`src/rtl/phy_scan_pkg.sv`:
```
package phy_scan_pkg;
  localparam int PHY_AW = 5;
  localparam int REG_AW = 5;
  localparam int WORD_W = 16;

  localparam logic [REG_AW-1:0] REG_CTL  = 5'd0;
  localparam logic [REG_AW-1:0] REG_STAT = 5'd1;
  localparam logic [REG_AW-1:0] REG_ADV  = 5'd4;

  localparam int CTL_AN_EN   = 12;
  localparam int CTL_AN_RST  = 9;
  localparam int CTL_FDX     = 8;
  localparam int CTL_SPD     = 13;
  // loopback, speed, reset, power-down, isolate, duplex, collision test
  localparam logic [WORD_W-1:0] CTL_CLR_MASK  = 16'hE580 | 16'h0800;
  localparam logic [WORD_W-1:0] ADV_TECH_MASK = 16'h01E0;

  typedef enum logic [3:0] {
    S_IDLE, S_RD_STAT, S_RD_CTL, S_RD_ADV, S_DECIDE,
    S_WR_ADV, S_WR_CTL1, S_WAIT, S_WR_CTL2, S_RECORD, S_NEXT, S_FINISH
  } scan_state_e;

  function automatic logic status_ok(input logic [WORD_W-1:0] s);
    return ((s & 16'h8301) == 16'h8001) || (!s[15] && (s[14:11] != 4'd0));
  endfunction
endpackage

```
`src/rtl/phy_cfg_calc.sv`:
```
module phy_cfg_calc
  import phy_scan_pkg::*;
(
  input  logic [4:0]        stat_hi,
  input  logic [WORD_W-1:0] ctl_rd,
  input  logic [WORD_W-1:0] adv_rd,
  input  logic [WORD_W-1:0] cfg_adv,
  input  logic              force_en,
  input  logic              force_spd100,
  input  logic              force_fdx,
  output logic [WORD_W-1:0] adv_out,
  output logic              adv_wr_need,
  output logic [WORD_W-1:0] ctl_out,
  output logic              ctl_wr_need,
  output logic              an_flip
);
  logic [WORD_W-1:0] adv_base;
  logic [WORD_W-1:0] ctl_en;
  logic [WORD_W-1:0] ctl_forced_bits;

  always_comb begin
    if ((adv_rd & ADV_TECH_MASK) == '0)
      adv_base = {6'd0, stat_hi, 4'd0, 1'b1};
    else
      adv_base = adv_rd;
    adv_out     = (cfg_adv != '0) ? cfg_adv : adv_base;
    adv_wr_need = (adv_out != adv_base);
  end

  always_comb begin
    ctl_en = ctl_rd;
    ctl_en[CTL_AN_EN] = !force_en;
    an_flip = (ctl_en != ctl_rd);
    if (!force_en && an_flip)
      ctl_en[CTL_AN_RST] = 1'b1;
    ctl_forced_bits = '0;
    ctl_forced_bits[CTL_FDX] = force_fdx;
    ctl_forced_bits[CTL_SPD] = force_spd100;
    ctl_out     = (ctl_en & ~CTL_CLR_MASK) | ctl_forced_bits;
    ctl_wr_need = (ctl_out != ctl_rd);
  end
endmodule

```
`src/rtl/phy_tick_delay.sv`:
```
module phy_tick_delay #(
  parameter int DELAY_US = 10
) (
  input  logic clk,
  input  logic rst_n,
  input  logic load,
  input  logic tick,
  output logic expired
);
  localparam int CW = (DELAY_US < 1) ? 1 : $clog2(DELAY_US + 1);
  localparam logic [CW-1:0] LIMIT = CW'(DELAY_US);

  logic [CW-1:0] cnt_q, cnt_d;
  logic          act_q, act_d;
  logic          cnt_en;

  assign expired = act_q && (cnt_q == LIMIT);
  assign cnt_en  = load || (tick && act_q && (cnt_q != LIMIT));

  always_comb begin
    cnt_d = cnt_q;
    act_d = act_q;
    if (load) begin
      cnt_d = '0;
      act_d = 1'b1;
    end else if (cnt_en) begin
      cnt_d = cnt_q + 1'b1;
    end
  end

  always_ff @(posedge clk or negedge rst_n) begin
    if (!rst_n) begin
      cnt_q <= '0;
      act_q <= 1'b0;
    end else if (cnt_en) begin
      cnt_q <= cnt_d;
      act_q <= act_d;
    end
  end

  // the wait can only end on a counted tick
  p_expire_on_tick_r8: assert property (@(posedge clk) disable iff (!rst_n)
    $rose(expired) |-> $past(tick));
endmodule

```
`src/rtl/phy_table.sv`:
```
module phy_table
  import phy_scan_pkg::*;
#(
  parameter int MAX_PHYS = 4,
  parameter int CW = $clog2(MAX_PHYS + 1)
) (
  input  logic                       clk,
  input  logic                       rst_n,
  input  logic                       clr,
  input  logic                       push,
  input  logic [PHY_AW-1:0]          push_addr,
  input  logic                       fallback,
  output logic [MAX_PHYS*PHY_AW-1:0] list,
  output logic [CW-1:0]              count,
  output logic                       full
);
  localparam logic [CW-1:0] CNT_MAX = CW'(MAX_PHYS);

  logic [CW-1:0] cnt_q, cnt_d;
  logic          cnt_en;

  assign full   = (cnt_q == CNT_MAX);
  assign count  = cnt_q;
  assign cnt_en = clr || (push && !full);

  always_comb begin
    cnt_d = cnt_q;
    if (clr)
      cnt_d = '0;
    else if (push && !full)
      cnt_d = cnt_q + 1'b1;
  end

  always_ff @(posedge clk or negedge rst_n) begin
    if (!rst_n)
      cnt_q <= '0;
    else if (cnt_en)
      cnt_q <= cnt_d;
  end

  for (genvar i = 0; i < MAX_PHYS; i++) begin : g_entry
    logic [PHY_AW-1:0] ent_q, ent_d;
    logic              ent_en;
    logic              fb_hit;

    if (i == 0) begin : g_fb
      assign fb_hit = fallback && (cnt_q == '0);
    end else begin : g_nofb
      assign fb_hit = 1'b0;
    end

    assign ent_en = clr || (push && (cnt_q == CW'(i))) || fb_hit;

    always_comb begin
      if (clr)
        ent_d = '0;
      else if (push && (cnt_q == CW'(i)))
        ent_d = push_addr;
      else
        ent_d = PHY_AW'(1);
    end

    always_ff @(posedge clk or negedge rst_n) begin
      if (!rst_n)
        ent_q <= '0;
      else if (ent_en)
        ent_q <= ent_d;
    end

    assign list[i*PHY_AW +: PHY_AW] = ent_q;
  end

  p_no_overflow_r9: assert property (@(posedge clk) disable iff (!rst_n)
    push |-> !full);
  p_count_bound_r9: assert property (@(posedge clk) disable iff (!rst_n)
    cnt_q <= CNT_MAX);
endmodule

```
`src/rtl/phy_scan_seq.sv`:
```
module phy_scan_seq
  import phy_scan_pkg::*;
#(
  parameter int MAX_PHYS = 4,
  parameter int DELAY_US = 10
) (
  input  logic                         clk,
  input  logic                         rst_n,
  input  logic                         start,
  input  logic [15:0]                  cfg_adv,
  input  logic                         force_en,
  input  logic                         force_spd100,
  input  logic                         force_fdx,
  input  logic                         expect_mii,
  input  logic                         us_tick,
  output logic                         mdio_req,
  output logic                         mdio_wr,
  output logic [4:0]                   mdio_phy,
  output logic [4:0]                   mdio_reg,
  output logic [15:0]                  mdio_wdata,
  input  logic                         mdio_ack,
  input  logic [15:0]                  mdio_rdata,
  output logic                         busy,
  output logic                         done,
  output logic [$clog2(MAX_PHYS+1)-1:0] phy_count,
  output logic [MAX_PHYS*5-1:0]        phy_list
);
  localparam int CW = $clog2(MAX_PHYS + 1);

  logic [1:0] rst_sync_q;
  logic       rst_n_s;

  always_ff @(posedge clk or negedge rst_n) begin
    if (!rst_n) rst_sync_q <= 2'b00;
    else        rst_sync_q <= {rst_sync_q[0], 1'b1};
  end
  assign rst_n_s = rst_sync_q[1];

  scan_state_e       state_q, state_d;
  logic [PHY_AW-1:0] addr_q, addr_d;
  logic [4:0]        stat_q, stat_d;
  logic [WORD_W-1:0] ctl_q, ctl_d, adv_q, adv_d;
  logic              done_q, done_d;
  logic              rd_en;

  logic [WORD_W-1:0] adv_new, ctl_new;
  logic              adv_need, ctl_need, an_flip;
  logic              tbl_clr, tbl_push, tbl_fb, tbl_full;
  logic              dly_load, dly_exp;

  phy_cfg_calc u_calc (
    .stat_hi(stat_q), .ctl_rd(ctl_q), .adv_rd(adv_q), .cfg_adv(cfg_adv),
    .force_en(force_en), .force_spd100(force_spd100), .force_fdx(force_fdx),
    .adv_out(adv_new), .adv_wr_need(adv_need), .ctl_out(ctl_new),
    .ctl_wr_need(ctl_need), .an_flip(an_flip)
  );

  phy_table #(.MAX_PHYS(MAX_PHYS), .CW(CW)) u_table (
    .clk(clk), .rst_n(rst_n_s), .clr(tbl_clr), .push(tbl_push),
    .push_addr(addr_q), .fallback(tbl_fb), .list(phy_list),
    .count(phy_count), .full(tbl_full)
  );

  phy_tick_delay #(.DELAY_US(DELAY_US)) u_delay (
    .clk(clk), .rst_n(rst_n_s), .load(dly_load), .tick(us_tick),
    .expired(dly_exp)
  );

  always_comb begin
    state_d    = state_q;
    addr_d     = addr_q;
    stat_d     = stat_q;
    ctl_d      = ctl_q;
    adv_d      = adv_q;
    done_d     = 1'b0;
    mdio_req   = 1'b0;
    mdio_wr    = 1'b0;
    mdio_reg   = REG_STAT;
    mdio_wdata = '0;
    tbl_clr    = 1'b0;
    tbl_push   = 1'b0;
    tbl_fb     = 1'b0;
    dly_load   = 1'b0;
    unique case (state_q)
      S_IDLE: if (start) begin
        tbl_clr = 1'b1;
        addr_d  = PHY_AW'(1);
        state_d = S_RD_STAT;
      end
      S_RD_STAT: begin
        mdio_req = 1'b1;
        if (mdio_ack) begin
          stat_d  = mdio_rdata[15:11];
          state_d = status_ok(mdio_rdata) ? S_RD_CTL : S_NEXT;
        end
      end
      S_RD_CTL: begin
        mdio_req = 1'b1;
        mdio_reg = REG_CTL;
        if (mdio_ack) begin
          ctl_d   = mdio_rdata;
          state_d = S_RD_ADV;
        end
      end
      S_RD_ADV: begin
        mdio_req = 1'b1;
        mdio_reg = REG_ADV;
        if (mdio_ack) begin
          adv_d   = mdio_rdata;
          state_d = S_DECIDE;
        end
      end
      S_DECIDE:
        state_d = adv_need ? S_WR_ADV : (ctl_need ? S_WR_CTL1 : S_RECORD);
      S_WR_ADV: begin
        mdio_req   = 1'b1;
        mdio_wr    = 1'b1;
        mdio_reg   = REG_ADV;
        mdio_wdata = adv_new;
        if (mdio_ack) state_d = ctl_need ? S_WR_CTL1 : S_RECORD;
      end
      S_WR_CTL1: begin
        mdio_req   = 1'b1;
        mdio_wr    = 1'b1;
        mdio_reg   = REG_CTL;
        mdio_wdata = ctl_new;
        if (mdio_ack) begin
          dly_load = an_flip;
          state_d  = an_flip ? S_WAIT : S_RECORD;
        end
      end
      S_WAIT: if (dly_exp) state_d = S_WR_CTL2;
      S_WR_CTL2: begin
        mdio_req   = 1'b1;
        mdio_wr    = 1'b1;
        mdio_reg   = REG_CTL;
        mdio_wdata = ctl_new;
        if (mdio_ack) state_d = S_RECORD;
      end
      S_RECORD: begin
        tbl_push = 1'b1;
        state_d  = S_NEXT;
      end
      S_NEXT:
        if (tbl_full || (addr_q == '0)) begin
          state_d = S_FINISH;
        end else begin
          addr_d  = addr_q + 1'b1;
          state_d = S_RD_STAT;
        end
      S_FINISH: begin
        tbl_fb  = expect_mii;
        done_d  = 1'b1;
        state_d = S_IDLE;
      end
      default: state_d = S_IDLE;
    endcase
  end

  assign rd_en = mdio_ack && mdio_req && !mdio_wr;

  always_ff @(posedge clk or negedge rst_n_s) begin
    if (!rst_n_s) begin
      state_q <= S_IDLE;
      addr_q  <= '0;
      done_q  <= 1'b0;
    end else begin
      state_q <= state_d;
      addr_q  <= addr_d;
      done_q  <= done_d;
    end
  end

  always_ff @(posedge clk or negedge rst_n_s) begin
    if (!rst_n_s) begin
      stat_q <= '0;
      ctl_q  <= '0;
      adv_q  <= '0;
    end else if (rd_en) begin
      stat_q <= stat_d;
      ctl_q  <= ctl_d;
      adv_q  <= adv_d;
    end
  end

  assign mdio_phy = addr_q;
  assign busy     = (state_q != S_IDLE);
  assign done     = done_q;

  p_req_hold_r12: assert property (@(posedge clk) disable iff (!rst_n_s)
    mdio_req && !mdio_ack |=> mdio_req && $stable(mdio_wr) && $stable(mdio_phy)
      && $stable(mdio_reg) && $stable(mdio_wdata));
  p_reg_legal_r3: assert property (@(posedge clk) disable iff (!rst_n_s)
    mdio_req |-> (mdio_reg == REG_CTL || mdio_reg == REG_ADV ||
                  (mdio_reg == REG_STAT && !mdio_wr)));
  p_an_enable_r6: assert property (@(posedge clk) disable iff (!rst_n_s)
    mdio_req && mdio_wr && mdio_reg == REG_CTL && !force_en |-> mdio_wdata[CTL_AN_EN]);
  p_forced_bits_r7: assert property (@(posedge clk) disable iff (!rst_n_s)
    mdio_req && mdio_wr && mdio_reg == REG_CTL |->
      ((mdio_wdata & CTL_CLR_MASK & ~16'h2100) == '0) &&
      mdio_wdata[CTL_FDX] == force_fdx && mdio_wdata[CTL_SPD] == force_spd100 &&
      (!force_en || !mdio_wdata[CTL_AN_EN]));
  p_done_pulse_r11: assert property (@(posedge clk) disable iff (!rst_n_s)
    done |=> !done);
  p_done_quiet_r11: assert property (@(posedge clk) disable iff (!rst_n_s)
    done |-> !mdio_req);
endmodule

```
`config.mk`:
```
export PLATFORM = sky130hd
export DESIGN_NAME = phy_scan_seq
export DESIGN_NICKNAME = d
export VERILOG_FILES = /design/src/rtl/phy_scan_pkg.sv /design/src/rtl/phy_cfg_calc.sv /design/src/rtl/phy_tick_delay.sv /design/src/rtl/phy_table.sv /design/src/rtl/phy_scan_seq.sv
export SDC_FILE = /design/constraint.sdc
export NUM_CORES = 1
export LEC_CHECK = 0
export BUFFER_PORTS_ARGS = -buffer_cell sky130_fd_sc_hd__buf_2
export CAP_MARGIN = 20
export CORE_ASPECT_RATIO = 1.2
export CORE_MARGIN = 4
export CORE_UTILIZATION = 50
export DETAILED_ROUTE_END_ITERATION = 6
export GPL_ROUTABILITY_DRIVEN = 0
export PLACE_DENSITY = 0.73
export SETUP_SLACK_MARGIN = 0.05
export SYNTH_ARGS = -nofsm -noshare
export SYNTH_HDL_FRONTEND = slang
export SYNTH_SLANG_ARGS = --single-unit
```
`constraint.sdc`:
```
create_clock -name clk -period 2.65 [get_ports clk]
set_input_delay 0 -clock clk [delete_from_list [all_inputs] [get_ports clk]]
set_output_delay 0 -clock clk [all_outputs]
set_load 0.02 [all_outputs]
```
==> flow_summary.json <==
{
  "drt_iter0_drc": 330,
  "wl_per_cell_um": 16.1,
  "initial_core_util_pct": 51.9,
  "tns_ns": 0,
  "rsz0062_at_grt": "false",
  "grt_max_degree": 32,
  "synth_edf_count": 0,
  "worst_pin_slew_ns": 0.685,
  "wl_um": 11000,
  "cts_tree": "yes",
  "avgSynthCellArea_um2": 9.23,
  "io_buffers": 90,
  "drv_slew": 0,
  "met1_length_um": 4620,
  "setup_viol": 0,
  "fillers": 724,
  "required_ns": 2.65,
  "nNetsFinal": 616,
  "grt_pass1_vias": 3838,
  "htree_levels": 3,
  "ys_warn_count": 0,
  "final_antenna_net_count": 0,
  "power.density_nw_per_um2": 1000,
  "fin_crit_sh_pct": 90.5,
  "synth.largest_area_cell": "dfrtp_1",
  "postCtsSetupRepairBufs": 0,
  "dieArea_um2": 10100,
  "clk_pin_slew_worst_paths_ns": 0.08,
  "antenna_found_initial": 0,
  "layout_min_cycle_time_ns": 2.40,
  "hold_violations": 0,
  "synthCells": 461,
  "grtUsageTotal_pct": 22.9,
  "yosysSeqAreaShare_pct": 45.3,
  "drc": 0,
  "end_kind": "primary output",
  "rows": 36,
  "synthDistinctLibCells": 56,
  "final_cell_mix": "90 x buf_2, 76 x dfrtp_1, 58 x nand2_1",
  "synth_top_area_share_pct": 45.3,
  "io_pins": 94,
  "insertion_delay_ns": 0.35,
  "drive_gt1_share_pct": 27.2,
  "startpoint_type": "flop",
  "core-area_um2": 8200,
  "critPathMaxFanout": 17,
  "met2_length_um": 5470,
  "area_delta_synth_final_pct": 22.9,
  "final_common_cell": "buf_2",
  "ctsHoldBuffers": 18,
  "seqCellArea_um2": 1930,
  "grt_pass1_wl_um": 18400,
  "fp.dieW_um": 92.2,
  "gr-total-overflow": 0,
  "timing.setup.critical_path_class": "reg2out",
  "cts_max_path_buffers": 2,
  "layout.cells.non_filler": 684,
  "avgViaCountPerCell": 5.61,
  "p_leak_nw": 2.47,
  "ys_ff_latch": 77,
  "met3_length_um": 570,
  "synthFlopType": "dfrtp_1",
  "maxUsedRoutingLayer": "met4",
  "whs_ns": 0.0551,
  "hp-class": "in2reg",
  "synth_area_leaders": "dfrtp_1 45%, mux2_2 9.3%, nand2_1 5.1%",
  "worstPathArrival_ns": 2.40,
  "clock_skew_ns": 0.00892,
  "timing.fmax_mhz": 417,
  "dp_cells": 650,
  "syn_area_um2": 4250,
  "drt_pass1_iterations": 6,
  "drv_cap": 0,
  "root_buffer": "clkbuf_8",
  "synth_async_sr_flop_share_pct": 100,
  "vias": 3835,
  "outcome": "finished clean",
  "diodes": 0,
  "numCtsBuffers": 9,
  "multi_input_area_um2": 2130,
  "irDropWorstVdd_uv": 594,
  "fp.dieH_um": 109,
  "clkSinkCount": 77,
  "dp_hpwl_um": 8200,
  "cts_resized": 0,
  "maxSlewHeadroom_pct": 54.2
}
report_power, final:
group	switching, mW	internal (mW)
clock network	0.450	0.638
registers	0.431	1.57
logic	1.21	0.954
total	2.09	3.16
routing by layer:
| metal | vias to the layer above | GRT usage, % |
|---|---|---|
| met5 | - | 0 |
| li1 | 1833 | - |
| met1 | 1824 | 27.9 |
| met3 | 30 | 3.73 |
| met2 | 148 | 39.7 |
| met4 | 0 | 11.1 |
worst paths after layout:
kind	from	to	slack, ns	cells past startpoint
max	state_q[2]	mdio_wdata[0]	0.25	5
min	cfg_adv[9]	state_q[3]	0.06	4
max reg2reg	state_q[1]	u_table.g_entry[1].ent_q[0]	0.27	6
min reg2reg	rst_sync_q[1]	adv_q[10]	0.27	0
max in group asynchronous	rst_sync_q[1]	state_q[1]	1.55	1
min in group asynchronous	rst_sync_q[1]	adv_q[10]	0.27	0
registers in the layout (all words and copies together), names as in the netlist:
name,cells
done,1
stat_q,5
u_delay.act_q,1
ctl_q,16
u_table.count,3
adv_q,16
u_delay.cnt_q,4
mdio_phy,5
rst_sync_q,2
u_table.g_entry.ent_q,20
state_q,4
layout make-up:
cell class                 instances  share of cell area [%]
clock inverter                     6                    2.27
tap                              114                    2.73
sequential                        77                    36.9
timing repair buffer             116                    13.2
clock buffer                      10                    2.44
inverter                          24                    1.72
multi-input combinational        337                    40.7
cells in the mapped netlist, types with 6 or more instances:
cell / count
a21oi_1: 43
a22o_1: 6
dfrtp_1: 77
nor2b_1: 11
o21ai_0: 19
nand3_1: 22
clkbuf_1: 19
ha_1: 10
mux2_2: 35
xor2_1: 7
nor2_1: 37
nor4_1: 8
o22ai_1: 6
nand2_1: 58
nand2b_1: 9
inv_1: 24
critical path, cell delays in order (launching register included):
cell and delay, ns:
dfrtp_1 0.64, nor2b_1 0.53, nand2_1 0.15, buf_4 0.23
o21ai_0 0.27, buf_2 0.22
through the flow:
stage,util [%],setup WS (ns),total power [mW],instance area (um2)
6_report,63.8,0.252,5.25,5230
5_1_grt,63.8,0.0552,5.61,5230
4_1_cts,63.8,0.274,5.26,5230
3_5_place_dp,58.6,0.339,4.14,4800
3_3_place_gp,58.6,0.428,4.07,4800
2_1_floorplan,-,0.347,3.53,4260
cell families (layout without fill, tap and decap cells):
kind of cell,after synthesis,in the layout,synth area share (%)
fa+ha+maj,10,10,2.94
other cells,2,4,0.177
mux,37,37,9.82
buf+inv,49,156,4.82
compound gates,109,109,16.0
flops,77,77,45.3
xor+xnor,11,11,2.26
simple gates,166,166,18.7
Power figures use the tool's default switching activity.
